$ cat src/rtl/sysctr_pkg.sv
package sysctr_pkg;

   // What a given clock does with the read strobe
   typedef enum logic [1:0] {
      RD_NONE = 2'd0,
      RD_LOW  = 2'd1,
      RD_HIGH = 2'd2,
      RD_DROP = 2'd3
   } rd_kind_e;

endpackage

$ cat src/rtl/sysctr_counter.sv
module sysctr_counter #(
   parameter int          CNT_W     = 64,
   parameter int          SEG_W     = 32,
   parameter logic [63:0] RESET_VAL = '0
) (
   input  logic             clk_i,
   input  logic             rst_ni,
   output logic [CNT_W-1:0] cnt_o
);
   localparam int NSEG = CNT_W / SEG_W;

   // carry into each segment; segment 0 always counts
   logic [NSEG:0] seg_cy;
   assign seg_cy[0] = 1'b1;

   for (genvar s = 0; s < NSEG; s++) begin : g_seg
      logic [SEG_W-1:0] seg_q;

      assign seg_cy[s+1] = seg_cy[s] & (&seg_q);
      assign cnt_o[s*SEG_W +: SEG_W] = seg_q;

      always_ff @(posedge clk_i or negedge rst_ni) begin
         if (!rst_ni) begin
            seg_q <= RESET_VAL[s*SEG_W +: SEG_W];
         end else if (seg_cy[s]) begin
            seg_q <= seg_q + 1'b1;
         end
      end
   end

endmodule

$ cat src/rtl/sysctr_window.sv
module sysctr_window
   import sysctr_pkg::*;
(
   input  logic     clk_i,
   input  logic     rst_ni,
   input  logic     rd_strobe_i,
   input  logic     core_rst_i,
   output logic     win_o,
   output rd_kind_e kind_o
);
   logic win_q;

   always_comb begin
      if (core_rst_i) begin
         kind_o = rd_strobe_i ? RD_DROP : RD_NONE;
      end else if (rd_strobe_i) begin
         kind_o = win_q ? RD_HIGH : RD_LOW;
      end else begin
         kind_o = RD_NONE;
      end
   end

   // only a low read opens the window; every other clock closes it
   always_ff @(posedge clk_i or negedge rst_ni) begin
      if (!rst_ni) begin
         win_q <= 1'b0;
      end else begin
         win_q <= (kind_o == RD_LOW);
      end
   end

   assign win_o = win_q;

endmodule

$ cat src/rtl/sysctr_readout.sv
module sysctr_readout
   import sysctr_pkg::*;
#(
   parameter int CNT_W = 64,
   parameter int SEG_W = 32,
   parameter int C_BIT = SEG_W - 1,
   parameter int Z_BIT = SEG_W - 2
) (
   input  logic             clk_i,
   input  logic             rst_ni,
   input  rd_kind_e         kind_i,
   input  logic [CNT_W-1:0] cnt_i,
   output logic [SEG_W-1:0] snap_o,
   output logic [SEG_W-1:0] data_o,
   output logic             flag_c_o,
   output logic             flag_z_o
);
   logic [SEG_W-1:0] snap_q;
   logic [SEG_W-1:0] data_q;
   logic             c_q;
   logic             z_q;
   logic [SEG_W-1:0] word_sel;
   logic             take;

   always_comb begin
      take = 1'b0;
      word_sel = data_q;
      unique case (kind_i)
         RD_LOW: begin
            take     = 1'b1;
            word_sel = cnt_i[SEG_W-1:0];
         end
         RD_HIGH: begin
            take     = 1'b1;
            word_sel = snap_q;
         end
         default: begin
            take     = 1'b0;
            word_sel = data_q;
         end
      endcase
   end

   always_ff @(posedge clk_i or negedge rst_ni) begin
      if (!rst_ni) begin
         snap_q <= '0;
      end else if (kind_i == RD_LOW) begin
         snap_q <= cnt_i[CNT_W-1:SEG_W];
      end
   end

   always_ff @(posedge clk_i or negedge rst_ni) begin
      if (!rst_ni) begin
         data_q <= '0;
         c_q    <= 1'b0;
         z_q    <= 1'b0;
      end else if (take) begin
         data_q <= word_sel;
         c_q    <= word_sel[C_BIT];
         z_q    <= word_sel[Z_BIT];
      end
   end

   assign snap_o   = snap_q;
   assign data_o   = data_q;
   assign flag_c_o = c_q;
   assign flag_z_o = z_q;

endmodule

$ cat src/rtl/sysctr_split_read.sv
module sysctr_split_read
   import sysctr_pkg::*;
#(
   parameter int          CNT_W     = 64,
   parameter int          WORD_W    = 32,
   parameter logic [63:0] CNT_RESET = '0
) (
   input  logic              clk_i,
   input  logic              rst_ni,
   input  logic              rd_strobe_i,
   input  logic              core_rst_i,
   output logic [WORD_W-1:0] rd_data_o,
   output logic              flag_c_o,
   output logic              flag_z_o,
   output logic              irq_hold_o
);
   localparam int C_BIT = WORD_W - 1;
   localparam int Z_BIT = WORD_W - 2;

   if (CNT_W != 2 * WORD_W) begin : g_bad_split
      $error("CNT_W must be exactly two words wide");
   end
   if (WORD_W < 2 || CNT_W > 64) begin : g_bad_width
      $error("WORD_W must be at least 2 and CNT_W at most 64");
   end

   logic [CNT_W-1:0]  cnt_q;
   logic [WORD_W-1:0] snap_w;
   logic              win_w;
   rd_kind_e          kind_w;

   sysctr_counter #(
      .CNT_W    (CNT_W),
      .SEG_W    (WORD_W),
      .RESET_VAL(CNT_RESET)
   ) u_cnt (
      .clk_i (clk_i),
      .rst_ni(rst_ni),
      .cnt_o (cnt_q)
   );

   sysctr_window u_win (
      .clk_i      (clk_i),
      .rst_ni     (rst_ni),
      .rd_strobe_i(rd_strobe_i),
      .core_rst_i (core_rst_i),
      .win_o      (win_w),
      .kind_o     (kind_w)
   );

   sysctr_readout #(
      .CNT_W(CNT_W),
      .SEG_W(WORD_W),
      .C_BIT(C_BIT),
      .Z_BIT(Z_BIT)
   ) u_out (
      .clk_i   (clk_i),
      .rst_ni  (rst_ni),
      .kind_i  (kind_w),
      .cnt_i   (cnt_q),
      .snap_o  (snap_w),
      .data_o  (rd_data_o),
      .flag_c_o(flag_c_o),
      .flag_z_o(flag_z_o)
   );

   assign irq_hold_o = win_w;

endmodule

$ cat config.mk
export PLATFORM = sky130hd
export DESIGN_NAME = sysctr_split_read
export DESIGN_NICKNAME = d
export VERILOG_FILES = /design/src/rtl/sysctr_pkg.sv /design/src/rtl/sysctr_counter.sv /design/src/rtl/sysctr_window.sv /design/src/rtl/sysctr_readout.sv /design/src/rtl/sysctr_split_read.sv
export SDC_FILE = /design/constraint.sdc
export NUM_CORES = 1
export LEC_CHECK = 0
export ABC_CLOCK_PERIOD_IN_PS = 2050
export BUFFER_PORTS_ARGS = -buffer_cell sky130_fd_sc_hd__buf_2
export CORE_AREA = 2 2 116 118
export DETAILED_ROUTE_END_ITERATION = 6
export DIE_AREA = 0 0 118 120
export GPL_ROUTABILITY_DRIVEN = 0
export PLACE_DENSITY_LB_ADDON = 0.1
export SYNTH_ARGS = -nofsm -noshare
export SYNTH_HDL_FRONTEND = slang
export SYNTH_HIERARCHICAL = 1
export SYNTH_SLANG_ARGS = --single-unit
$ cat constraint.sdc
create_clock -name clk_i -period 2.05 [get_ports clk_i]
set_clock_uncertainty 0.2 [all_clocks]
set_input_delay 0.205 -clock clk_i [delete_from_list [all_inputs] [get_ports clk_i]]
set_output_delay 0.205 -clock clk_i [all_outputs]
set_load 0.01 [all_outputs]
==> flow_summary.ini <==
[synthesis]
seq_area_frac_synth_pct = 56.9
ys_types = 31
synthesis.area_um2 = 5670
synthFlopType = dfrtp_1
synth_edf_count = 0
synthArstFlopShare_pct = 100
ys_warn_count = 6
postSynthCellCount = 475
avgSynthCellArea_um2 = 11.9
synth_nets = 483
postSynthRegisterBits = 129

[run]
max_cap_violations = 0

[clock_tree]
cts_made_buffers = 17
cts_tree = yes
clk_pin_slew_ns = 0.06
root_buffer = clkbuf_16
clk_path_buf_depth = 2
insertion_delay_ns = 0.42
clkSinkCount = 129
h-tree-depth = 4

[finish]
antenna_cells = 0
multi_input_area_um2 = 2530
nets = 600
most-common-layout-cells = dfrtp_1, buf_4, nand2_1
syn2layout_area_growth_pct = 32.2
layout-drive-gt1-share_pct = 35.0
area.sequential_um2 = 3230
final_common_cell = dfrtp_1
fillers = 1149

[sta]
period_needed_ns = 2.04
hold_slack_ns = 0.0709
tightest_slew_ns = 0.416
slew_headroom_pct = 72.2
setup_viol = 0
hold_violations = 0
fin_crit_sh_pct = 99.6
setup_tns_ns = 0
max_freq_ghz = 0.490
slew_viol_final = 0
rsz0062_at_grt = yes

[placed_design]
io_buffers = 38
hpwl_um = 8090

[setup_path]
critPathKind = reg -> reg
slowest_delay_ns = 0.44
crit_chain = nand4_1 -> or3_4 -> or3_4 -> buf_4 -> nor3_2 -> xor2_1
cp.arrival_ns = 2.18
reg2reg_slack_ns = 0.007
cp.depth = 6
cp.required_ns = 2.19
cp_top_family = simple AND/OR/NAND/NOR gates
cp_num_buf_inv = 1
rr_startpoint = u_cnt/g_seg[1].seg_q[2]$_DFFE_PN0P_
cpMaxStageDelayCell = or3_4
reg2reg_depth = 6
endpoint_kind = register
r2r-end = u_cnt/g_seg[1].seg_q[18]$_DFFE_PN0P_
crit_path_frequent_cell = or3_4
critPathLaunchType = register
crit_fanout = 3

[status]
status = finished clean

[global_route]
grt.total_usage_pct = 18.7
grt_pass1_vias = 4014
grt_max_degree = 65
antenna_found_initial = 0
grt_pass1_wl_um = 20800
overflow = 0

[drt]
vias = 3895
drt_wl_total_um = 12200
routed.top_layer = met4
dr.pass1.iters = 4
wl_met3_um = 434
ant_nets = 0
routedWlPerCell_um = 15.6
via_per_inst = 4.99
drc = 0
wl_met2_um = 5620
wl_met1_um = 5890
first_iter_violations = 195

[floorplan]
die_y_um = 120
core_um2 = 13000
initial_core_util_pct = 43.7
top_level_ports = 39
dieArea_um2 = 14200
placementRows = 42
die_w_um = 118

[power_and_ir_drop]
ir_worst_vdd_mv = 0.502
p_leak_uw = 0.00377
powerDensity_nw_per_um2 = 761

[hold_path]
worstHoldPathType = in -> async
[logic make-up (layout without fill, tap and decap cells)]
logic type	Yosys count	count (layout)	synth area share (%)
compound gates	66	66	7.33
mux	32	32	8.21
simple gates	148	148	13.8
flops	129	129	56.9
fa+ha+maj	4	4	0.883
buf+inv	35	165	3.42
xor+xnor	61	61	9.42
[flip-flops by register name, summed over array words and instances (netlist names), named ones only]
register	cells
u_cnt/g_seg.seg_q	64
u_out/snap_o	32
u_out/data_o	30
u_win/win_o	1
[power by group]
group	leakage [uW]	total [uW]	internal, uW	switching (uW)
Clock	0.000270	2880	1850	1030
Combinational	0.00171	255	81.5	174
Sequential	0.00178	2570	2560	7.36
Total	0.00377	5710	4490	1210
[per-stage QoR]
step	std cells	util, %	setup slack [ns]	area [um2]	power [uW]
after floorplan	475	-	-0.0644	5720	2760
after global placement	736	50.7	-0.0512	6580	2870
after detailed placement	736	50.7	-0.112	6580	2870
after CTS	775	55.6	0.00881	7220	5780
after global routing	781	57.8	-0.0898	7500	5920
final	781	57.8	0.00718	7500	5710
[Yosys cell counts, types with 5 or more instances]
| library cell | count | area (um2) |
|---|---|---|
| inv_1 | 13 | 48.8 |
| and3_1 | 5 | 31.3 |
| buf_2 | 8 | 40.0 |
| nor3_1 | 11 | 55.1 |
| buf_4 | 6 | 45.0 |
| mux2_4 | 28 | 420 |
| a22oi_1 | 32 | 240 |
| nor2_1 | 16 | 60.1 |
| nand2_1 | 55 | 206 |
| nor3_2 | 5 | 50.1 |
| nor4_1 | 6 | 37.5 |
| xor2_1 | 29 | 254 |
| o21ai_1 | 32 | 160 |
| nand4_1 | 13 | 81.3 |
| dfrtp_1 | 129 | 3230 |
| xnor2_1 | 32 | 280 |
| nand3_1 | 21 | 105 |
[layout make-up]
class,count,area share [%]
Tap cell,176,2.94
Clock buffer,27,6.44
Clock inverter,5,1.03
Inverter,13,0.651
Sequential cell,129,43.1
Timing Repair Buffer,120,12.1
Multi-Input combinational cell,311,33.7
[how the worst max path moves through the flow]
| stage | start | slack [ns] | to |
|---|---|---|---|
| final | u_cnt/g_seg[1].seg_q[2]$_DFFE_PN0P_ | 0.007 | u_cnt/g_seg[1].seg_q[18]$_DFFE_PN0P_ |
| after global routing | u_cnt/g_seg[0].seg_q[1]$_DFF_PN0_ | -0.09 | u_cnt/g_seg[1].seg_q[18]$_DFFE_PN0P_ |
| after CTS | u_cnt/g_seg[1].seg_q[8]$_DFFE_PN0P_ | 0.009 | u_cnt/g_seg[1].seg_q[22]$_DFFE_PN0P_ |
| after detailed placement | u_cnt/g_seg[0].seg_q[1]$_DFF_PN0_ | -0.11 | u_cnt/g_seg[1].seg_q[28]$_DFFE_PN0P_ |
| after global placement | u_cnt/g_seg[0].seg_q[1]$_DFF_PN0_ | -0.05 | u_cnt/g_seg[1].seg_q[10]$_DFFE_PN0P_ |
| after floorplan | u_cnt/g_seg[0].seg_q[0]$_DFF_PN0_ | -0.06 | u_cnt/g_seg[1].seg_q[13]$_DFFE_PN0P_ |
[routing by layer]
layer	vias to the layer above	track usage, %
li1	1900	-
met1	1914	26.1
met2	64	28.0
met3	17	4.90
met4	0	7.45
met5	-	0
[what timing repair did]
action | CTS | global route
hold endpoints to repair | 130 | 0
setup buffers | 4 | 6
endpoints found under the setup margin | 26 | 27
gates resized for setup | 4 | 42
pin swaps | 2 | 33
hold buffers | 3 | 0
No activity file was read; power rests on OpenSTA's default activity.
